[src/rtl/irq_arb_pkg.sv]
package irq_arb_pkg;
  localparam int NSRC    = 13;
  localparam int IDW     = 4;
  localparam logic [IDW-1:0] NONE_ID = '1;

  localparam int S_RST   = 0;
  localparam int S_MCK   = 1;
  localparam int S_HDEC  = 2;
  localparam int S_EXT   = 3;
  localparam int S_CEXT  = 4;
  localparam int S_WDT   = 5;
  localparam int S_CDB   = 6;
  localparam int S_FIT   = 7;
  localparam int S_PIT   = 8;
  localparam int S_DEC   = 9;
  localparam int S_DB    = 10;
  localparam int S_PERF  = 11;
  localparam int S_THERM = 12;

  // Sources whose flag drops when they are granted.
  function automatic logic [NSRC-1:0] clear_rule(input bit dec_clr);
    logic [NSRC-1:0] m;
    m = '1;
    m[S_EXT]  = 1'b0;
    m[S_CEXT] = 1'b0;
    m[S_DEC]  = dec_clr;
    return m;
  endfunction
endpackage

[src/rtl/irq_pending_reg.sv]
module irq_pending_reg #(
  parameter int N = 13
) (
  input  logic         clk,
  input  logic         rst,
  input  logic [N-1:0] set_i,
  input  logic [N-1:0] clr_i,
  input  logic [N-1:0] dlv_clr_i,
  input  logic [N-1:0] discard_i,
  output logic [N-1:0] pend_o
);
  logic [N-1:0] pend_q;

  always_ff @(posedge clk) begin
    if (rst) pend_q <= '0;
    else     pend_q <= (pend_q & ~(clr_i | dlv_clr_i | discard_i)) | set_i;
  end

  assign pend_o = pend_q;

  AST_SET_WINS: assert property (@(posedge clk) disable iff (rst)
    (set_i != '0) |=> ((pend_q & $past(set_i)) == $past(set_i)));
  AST_DISCARD: assert property (@(posedge clk) disable iff (rst)
    (discard_i != '0) |=> ((pend_q & $past(discard_i) & ~$past(set_i)) == '0));
endmodule

[src/rtl/irq_gate.sv]
module irq_gate
  import irq_arb_pkg::*;
#(
  parameter bit HV_CAPABLE = 1'b1
) (
  input  logic [NSRC-1:0] pend_i,
  input  logic            ext_en_i,
  input  logic            crit_en_i,
  input  logic            hv_mode_i,
  input  logic            hdec_en_i,
  input  logic            guest_ext_i,
  output logic [NSRC-1:0] elig_o
);
  logic [NSRC-1:0] allow;

  always_comb begin
    allow          = {NSRC{ext_en_i}};
    allow[S_RST]   = 1'b1;
    allow[S_MCK]   = 1'b1;
    allow[S_HDEC]  = hdec_en_i & (ext_en_i | ~hv_mode_i);
    allow[S_EXT]   = ext_en_i | (HV_CAPABLE & ~hv_mode_i & ~guest_ext_i);
    allow[S_CEXT]  = crit_en_i;
  end

  assign elig_o = pend_i & allow;
endmodule

[src/rtl/irq_prio.sv]
module irq_prio #(
  parameter int N   = 13,
  parameter int IDW = 4,
  parameter logic [IDW-1:0] NONE = '1
) (
  input  logic [N-1:0]   req_i,
  output logic [N-1:0]   pick_o,
  output logic [IDW-1:0] id_o,
  output logic           any_o
);
  logic [N:0] blocked;
  assign blocked[0] = 1'b0;

  for (genvar i = 0; i < N; i++) begin : g_chain
    assign pick_o[i]    = req_i[i] & ~blocked[i];
    assign blocked[i+1] = blocked[i] | req_i[i];
  end

  assign any_o = blocked[N];

  always_comb begin
    id_o = NONE;
    for (int i = N - 1; i >= 0; i--) begin
      if (req_i[i]) id_o = IDW'(i);
    end
  end
endmodule

[src/rtl/irq_arbiter.sv]
module irq_arbiter
  import irq_arb_pkg::*;
#(
  parameter bit HV_CAPABLE     = 1'b1,
  parameter bit DEC_AUTO_CLEAR = 1'b1
) (
  input  logic            clk,
  input  logic            rst,
  input  logic [NSRC-1:0] set_i,
  input  logic [NSRC-1:0] clr_i,
  input  logic            deliver_i,
  input  logic            ext_en_i,
  input  logic            crit_en_i,
  input  logic            hv_mode_i,
  input  logic            hdec_en_i,
  input  logic            guest_ext_i,
  input  logic            pwr_save_i,
  output logic            grant_valid_o,
  output logic [NSRC-1:0] grant_onehot_o,
  output logic [IDW-1:0]  grant_id_o,
  output logic            irq_req_o
);
  localparam logic [NSRC-1:0] CLR_MASK = clear_rule(DEC_AUTO_CLEAR);

  logic [NSRC-1:0] pend, elig, pick, dlv_clr, discard;
  logic [IDW-1:0]  pick_id;
  logic            pick_any;

  irq_gate #(.HV_CAPABLE(HV_CAPABLE)) u_gate (
    .pend_i(pend), .ext_en_i(ext_en_i), .crit_en_i(crit_en_i),
    .hv_mode_i(hv_mode_i), .hdec_en_i(hdec_en_i),
    .guest_ext_i(guest_ext_i), .elig_o(elig)
  );

  irq_prio #(.N(NSRC), .IDW(IDW), .NONE(NONE_ID)) u_prio (
    .req_i(elig), .pick_o(pick), .id_o(pick_id), .any_o(pick_any)
  );

  assign dlv_clr = deliver_i ? (pick & CLR_MASK) : '0;

  always_comb begin
    discard         = '0;
    discard[S_HDEC] = pwr_save_i;
  end

  irq_pending_reg #(.N(NSRC)) u_pend (
    .clk(clk), .rst(rst), .set_i(set_i), .clr_i(clr_i),
    .dlv_clr_i(dlv_clr), .discard_i(discard), .pend_o(pend)
  );

  always_ff @(posedge clk) begin
    if (rst || !deliver_i) begin
      grant_valid_o  <= 1'b0;
      grant_onehot_o <= '0;
      grant_id_o     <= NONE_ID;
    end else begin
      grant_valid_o  <= pick_any;
      grant_onehot_o <= pick;
      grant_id_o     <= pick_id;
    end
  end

  assign irq_req_o = |pend;

  AST_ONEHOT: assert property (@(posedge clk) disable iff (rst)
    $onehot0(grant_onehot_o));
  AST_VALID_MATCH: assert property (@(posedge clk) disable iff (rst)
    grant_valid_o |-> (grant_id_o != NONE_ID && grant_onehot_o[grant_id_o]));
  AST_RST_FIRST: assert property (@(posedge clk) disable iff (rst)
    (deliver_i && pend[S_RST]) |=> (grant_valid_o && grant_id_o == IDW'(S_RST)));
  AST_EXT_HELD: assert property (@(posedge clk) disable iff (rst)
    (pend[S_EXT] && !clr_i[S_EXT]) |=> pend[S_EXT]);
  AST_CEXT_HELD: assert property (@(posedge clk) disable iff (rst)
    (pend[S_CEXT] && !clr_i[S_CEXT]) |=> pend[S_CEXT]);
  AST_IDLE_STABLE: assert property (@(posedge clk) disable iff (rst)
    (deliver_i && !pick_any && set_i == '0 && clr_i == '0 && !pwr_save_i)
      |=> ($stable(pend) && !grant_valid_o));
  AST_VALID_PULSE: assert property (@(posedge clk) disable iff (rst)
    grant_valid_o |-> $past(deliver_i));
endmodule

[config.mk]
export PLATFORM = sky130hd
export DESIGN_NAME = irq_arbiter
export DESIGN_NICKNAME = d
export VERILOG_FILES = /design/src/rtl/irq_arb_pkg.sv /design/src/rtl/irq_pending_reg.sv /design/src/rtl/irq_gate.sv /design/src/rtl/irq_prio.sv /design/src/rtl/irq_arbiter.sv
export SDC_FILE = /design/constraint.sdc
export NUM_CORES = 1
export LEC_CHECK = 0
export ABC_AREA = 1
export BUFFER_PORTS_ARGS = -buffer_cell sky130_fd_sc_hd__buf_2
export CAP_MARGIN = 20
export CORE_ASPECT_RATIO = 0.5
export CORE_MARGIN = 10
export CORE_UTILIZATION = 50
export CTS_BUF_LIST = sky130_fd_sc_hd__clkbuf_4 sky130_fd_sc_hd__clkbuf_8
export DETAILED_ROUTE_END_ITERATION = 7
export GPL_TIMING_DRIVEN = 1
export HOLD_SLACK_MARGIN = 0.05
export PLACE_DENSITY = 0.83
export SYNTH_ARGS = -nofsm -noshare
export SYNTH_HDL_FRONTEND = slang
export SYNTH_SLANG_ARGS = --single-unit
[constraint.sdc]
create_clock -name clk -period 2.1 [get_ports clk]
set_input_delay 0.42 -clock clk [delete_from_list [all_inputs] [get_ports clk]]
set_output_delay 0.42 -clock clk [all_outputs]
set_load 0.05 [all_outputs]
==> results_tabular.tex <==
\begin{tabular}{lr}
\hline
Metric & Value \\
\hline
\multicolumn{2}{l}{\textbf{Global route}} \\
\quad Number of global-route vias before repair & 1189 \\
\quad First-pass GRT wire length & 5290 microns \\
\quad Maximum number of pins on one net before global-route repair & 24 \\
\quad Number of antenna violations at the first check in global routing & 0 \\
\quad GRT Resource Usage Total & 12.2\% \\
\quad Remaining Overflow, GRT & 0 \\
\multicolumn{2}{l}{\textbf{Logic synthesis}} \\
\quad Post-Synthesis Cells & 171 \\
\quad Synth Net Count & 206 \\
\quad Netlist Area Pre-Place & 1320 sq um \\
\quad Distinct cell type count of the synthesized netlist & 23 \\
\quad Ys Warns & 0 \\
\quad Sequential element share of the synthesized area & 46.9\% \\
\quad Post-Syn Area per Cell & 7.74 sq um \\
\quad Flop and latch count out of synthesis & 31 \\
\multicolumn{2}{l}{\textbf{Cells and area}} \\
\quad Most frequent standard cell in the layout excluding fill and tap cells & sky130\_fd\_sc\_hd\_\_buf\_2 \\
\quad Relative area change from synthesis to final layout & 30.0\% \\
\quad Fraction of final layout cells sized beyond drive strength 1 & 35.8\% \\
\quad Net count of the finished layout & 263 \\
\quad Commonest cells after routing, fill and taps aside & sky130\_fd\_sc\_hd\_\_buf\_2, sky130\_fd\_sc\_hd\_\_dfxtp\_1, sky130\_fd\_sc\_hd\_\_inv\_1, sky130\_fd\_sc\_hd\_\_nor2\_1, sky130\_fd\_sc\_hd\_\_nand2\_1 \\
\quad Final core area utilization & 67.4\% \\
\quad Antenna diode count & 0 \\
\multicolumn{2}{l}{\textbf{Placement}} \\
\quad Last weighted congestion value of the routability-driven placer & 0.901 \\
\quad Count of buffers inserted at the top-level ports & 53 \\
\quad Half-perimeter wire length after placement & 2640 microns \\
\quad Minimum setup slack after placement & 442 ps \\
\multicolumn{2}{l}{\textbf{Worst hold path}} \\
\quad Cell depth of the worst min-delay path & 3 \\
\quad Path type of the worst min-delay path & in2reg \\
\quad Startpoint of the most critical hold path & set\_i[3] \\
\quad Worst Hold Endpoint & u\_pend.pend\_o[3] \\
\multicolumn{2}{l}{\textbf{Detailed routing}} \\
\quad Wire per inst & 12.3 microns \\
\quad Via density per instance & 4.80 \\
\quad DRT Pass-1 Iters & 4 \\
\quad Number of violations reported at the end of detailed-routing iteration 0 & 83 \\
\quad Remaining DRCs & 0 \\
\quad Vias after detailed routing & 1276 \\
\quad Antenna-violating nets left & 0 \\
\quad Routed wire length & 3290 microns \\
\multicolumn{2}{l}{\textbf{Die}} \\
\quad Starting utilization of the core area & 51.8\% \\
\quad Placement Rows & 13 \\
\quad Number of placed I/O pins & 54 \\
\quad Die span in y & 56.4 microns \\
\quad Horizontal die dimension & 92.8 microns \\
\quad Area of the die & 5230 sq um \\
\quad Area inside the core boundary & 2550 sq um \\
\multicolumn{2}{l}{\textbf{Worst setup path}} \\
\quad Number of cell instances on the worst register-to-register path & 6 \\
\quad Worst Path Required & 1680 ps \\
\quad CP Launch Type & register \\
\quad Startpoint of the worst register-to-register path & u\_pend.pend\_o[1] \\
\quad Slack of the worst reg-to-reg path & 790 ps \\
\quad Arr. time, crit path & 1400 ps \\
\quad Max FO, Critical Path & 3 \\
\quad Critical Setup Path Class & reg2out \\
\quad Critical Path End Type & output port \\
\quad Destination of the worst register-to-register timing path & u\_pend.pend\_o[12] \\
\multicolumn{2}{l}{\textbf{CTS}} \\
\quad Number of clock sinks seen by CTS & 31 \\
\quad H-tree Lvls & 2 \\
\quad Deepest clock path buffer count & 2 \\
\quad Clock root buffer & sky130\_fd\_sc\_hd\_\_clkbuf\_8 \\
\quad TritonCTS clock tree & built \\
\quad Insertion delay of the later-clocked pin in the worst-skew pair & 270 ps \\
\quad Number of clock buffers inserted by TritonCTS & 5 \\
\quad Setup Fix Bufs, Post-CTS & 0 \\
\quad Cts-stage hold buffer count & 0 \\
\quad Clock-pin slew reported for the worst setup and hold paths after clock tree synthesis & 60 ps \\
\quad Post-CTS Resized & 0 \\
\multicolumn{2}{l}{\textbf{STA}} \\
\quad Worst relative slew slack & 71.1\% \\
\quad Final worst clock skew & 4.82 ps \\
\quad Number of slew-limit violations in the final report & 0 \\
\quad Period utilization & 86.8\% \\
\quad Worst slack on hold paths & 346 ps \\
\quad Pin slew with the least headroom to its limit & 434 ps \\
\quad Worst setup slack after layout & 277 ps \\
\quad Final setup violation count & 0 \\
\quad Final Hold Viols & 0 \\
\quad TNS Setup & 0 ps \\
\quad Max frequency & 549 MHz \\
\quad Time the final worst path needs with I/O delays and setup & 1820 ps \\
\quad Unrepaired setup endpoints after global routing & no \\
\multicolumn{2}{l}{\textbf{Status}} \\
\quad Result of the run & finished clean \\
\multicolumn{2}{l}{\textbf{Run}} \\
\quad Number of max-cap violations & 0 \\
\multicolumn{2}{l}{\textbf{Pwr}} \\
\quad Power per standard cell area & 785 nW/um\^{}2 \\
\quad Leak Pwr & 0.000909 uW \\
\quad VDD IR max & 0.409 mV \\
\hline
\end{tabular}
per-stage QoR:
| step | instance area [sq um] | std cells | total power [uW] |
|---|---|---|---|
| after floorplan | 1320 | 171 | 784 |
| after global placement | 1620 | 258 | 842 |
| after detailed placement | 1620 | 258 | 847 |
| after CTS | 1720 | 266 | 1360 |
| after global routing | 1720 | 266 | 1410 |
| final | 1720 | 266 | 1350 |
kinds of logic after synthesis:
logic type	share of synthesized area, %
flops	46.9
compound gates	9.26
simple gates	33.6
buf+inv	10.2
worst max-delay path by stage:
stage / from / endpoint / depth (start not counted)
floorplan: u_pend.pend_o[5] / irq_req_o / 2
global placement: ext_en_i / u_pend.pend_o[12] / 9
detailed placement: ext_en_i / u_pend.pend_o[12] / 9
CTS: u_pend.pend_o[2] / irq_req_o / 3
global route: u_pend.pend_o[2] / irq_req_o / 3
finish: u_pend.pend_o[2] / irq_req_o / 3
cells in the mapped netlist:
master | n | area (sq um)
sky130_fd_sc_hd__a21oi_1 | 13 | 65.1
sky130_fd_sc_hd__a31oi_1 | 2 | 12.5
sky130_fd_sc_hd__buf_6 | 1 | 11.3
sky130_fd_sc_hd__clkbuf_1 | 2 | 7.51
sky130_fd_sc_hd__dfxtp_1 | 31 | 621
sky130_fd_sc_hd__inv_1 | 28 | 105
sky130_fd_sc_hd__inv_2 | 3 | 11.3
sky130_fd_sc_hd__nand2_1 | 18 | 67.6
sky130_fd_sc_hd__nand2_2 | 6 | 37.5
sky130_fd_sc_hd__nand2_4 | 3 | 33.8
sky130_fd_sc_hd__nand3_1 | 10 | 50.1
sky130_fd_sc_hd__nand3_2 | 2 | 20.0
sky130_fd_sc_hd__nand3b_1 | 3 | 22.5
sky130_fd_sc_hd__nand4_1 | 7 | 43.8
sky130_fd_sc_hd__nor2_1 | 20 | 75.1
sky130_fd_sc_hd__nor2_2 | 3 | 18.8
sky130_fd_sc_hd__nor2_4 | 2 | 22.5
sky130_fd_sc_hd__nor3_1 | 5 | 25.0
sky130_fd_sc_hd__nor3_2 | 1 | 10.0
sky130_fd_sc_hd__nor4_1 | 3 | 18.8
sky130_fd_sc_hd__o21ai_0 | 4 | 20.0
sky130_fd_sc_hd__o21ai_1 | 3 | 15.0
sky130_fd_sc_hd__o21ba_2 | 1 | 10.0
worst max-delay path, stage by stage, from the launching register on:
cell	delay, ps
sky130_fd_sc_hd__dfxtp_1	330
sky130_fd_sc_hd__nor4_1	430
sky130_fd_sc_hd__nand4_1	130
sky130_fd_sc_hd__buf_2	230
layout make-up:
class	count	area, sq um
Fill cell	229	833
Sequential cell	31	621
Multi-Input combinational cell	106	568
Timing Repair Buffer	53	265
Inverter	31	116
Clock buffer	8	104
Tap cell	37	46.3
layer usage:
| metal | track usage, % | wire [microns] | share of wire (%) |
|---|---|---|---|
| met1 | 13.4 | 1330 | 40 |
| met2 | 20.5 | 1570 | 48 |
| met3 | 5.96 | 364 | 11 |
| met4 | 3.28 | 21 | 0.64 |
| met5 | 0 | 0 | 0 |
power breakdown:
| group | total, uW | internal (uW) | switching (uW) | leakage (uW) |
|---|---|---|---|---|
| logic | 203 | 71.6 | 131 | 0.000599 |
| clock network | 514 | 312 | 202 | 0.0000549 |
| registers | 634 | 614 | 19.4 | 0.000255 |
| total | 1350 | 997 | 353 | 0.000909 |
registers in the layout, indices dropped and copies added (netlist names):
signal / flops
u_pend.pend_o: 13
grant_valid_o: 1
grant_onehot_o: 13
grant_id_o: 4
Power figures use the tool's default switching activity.
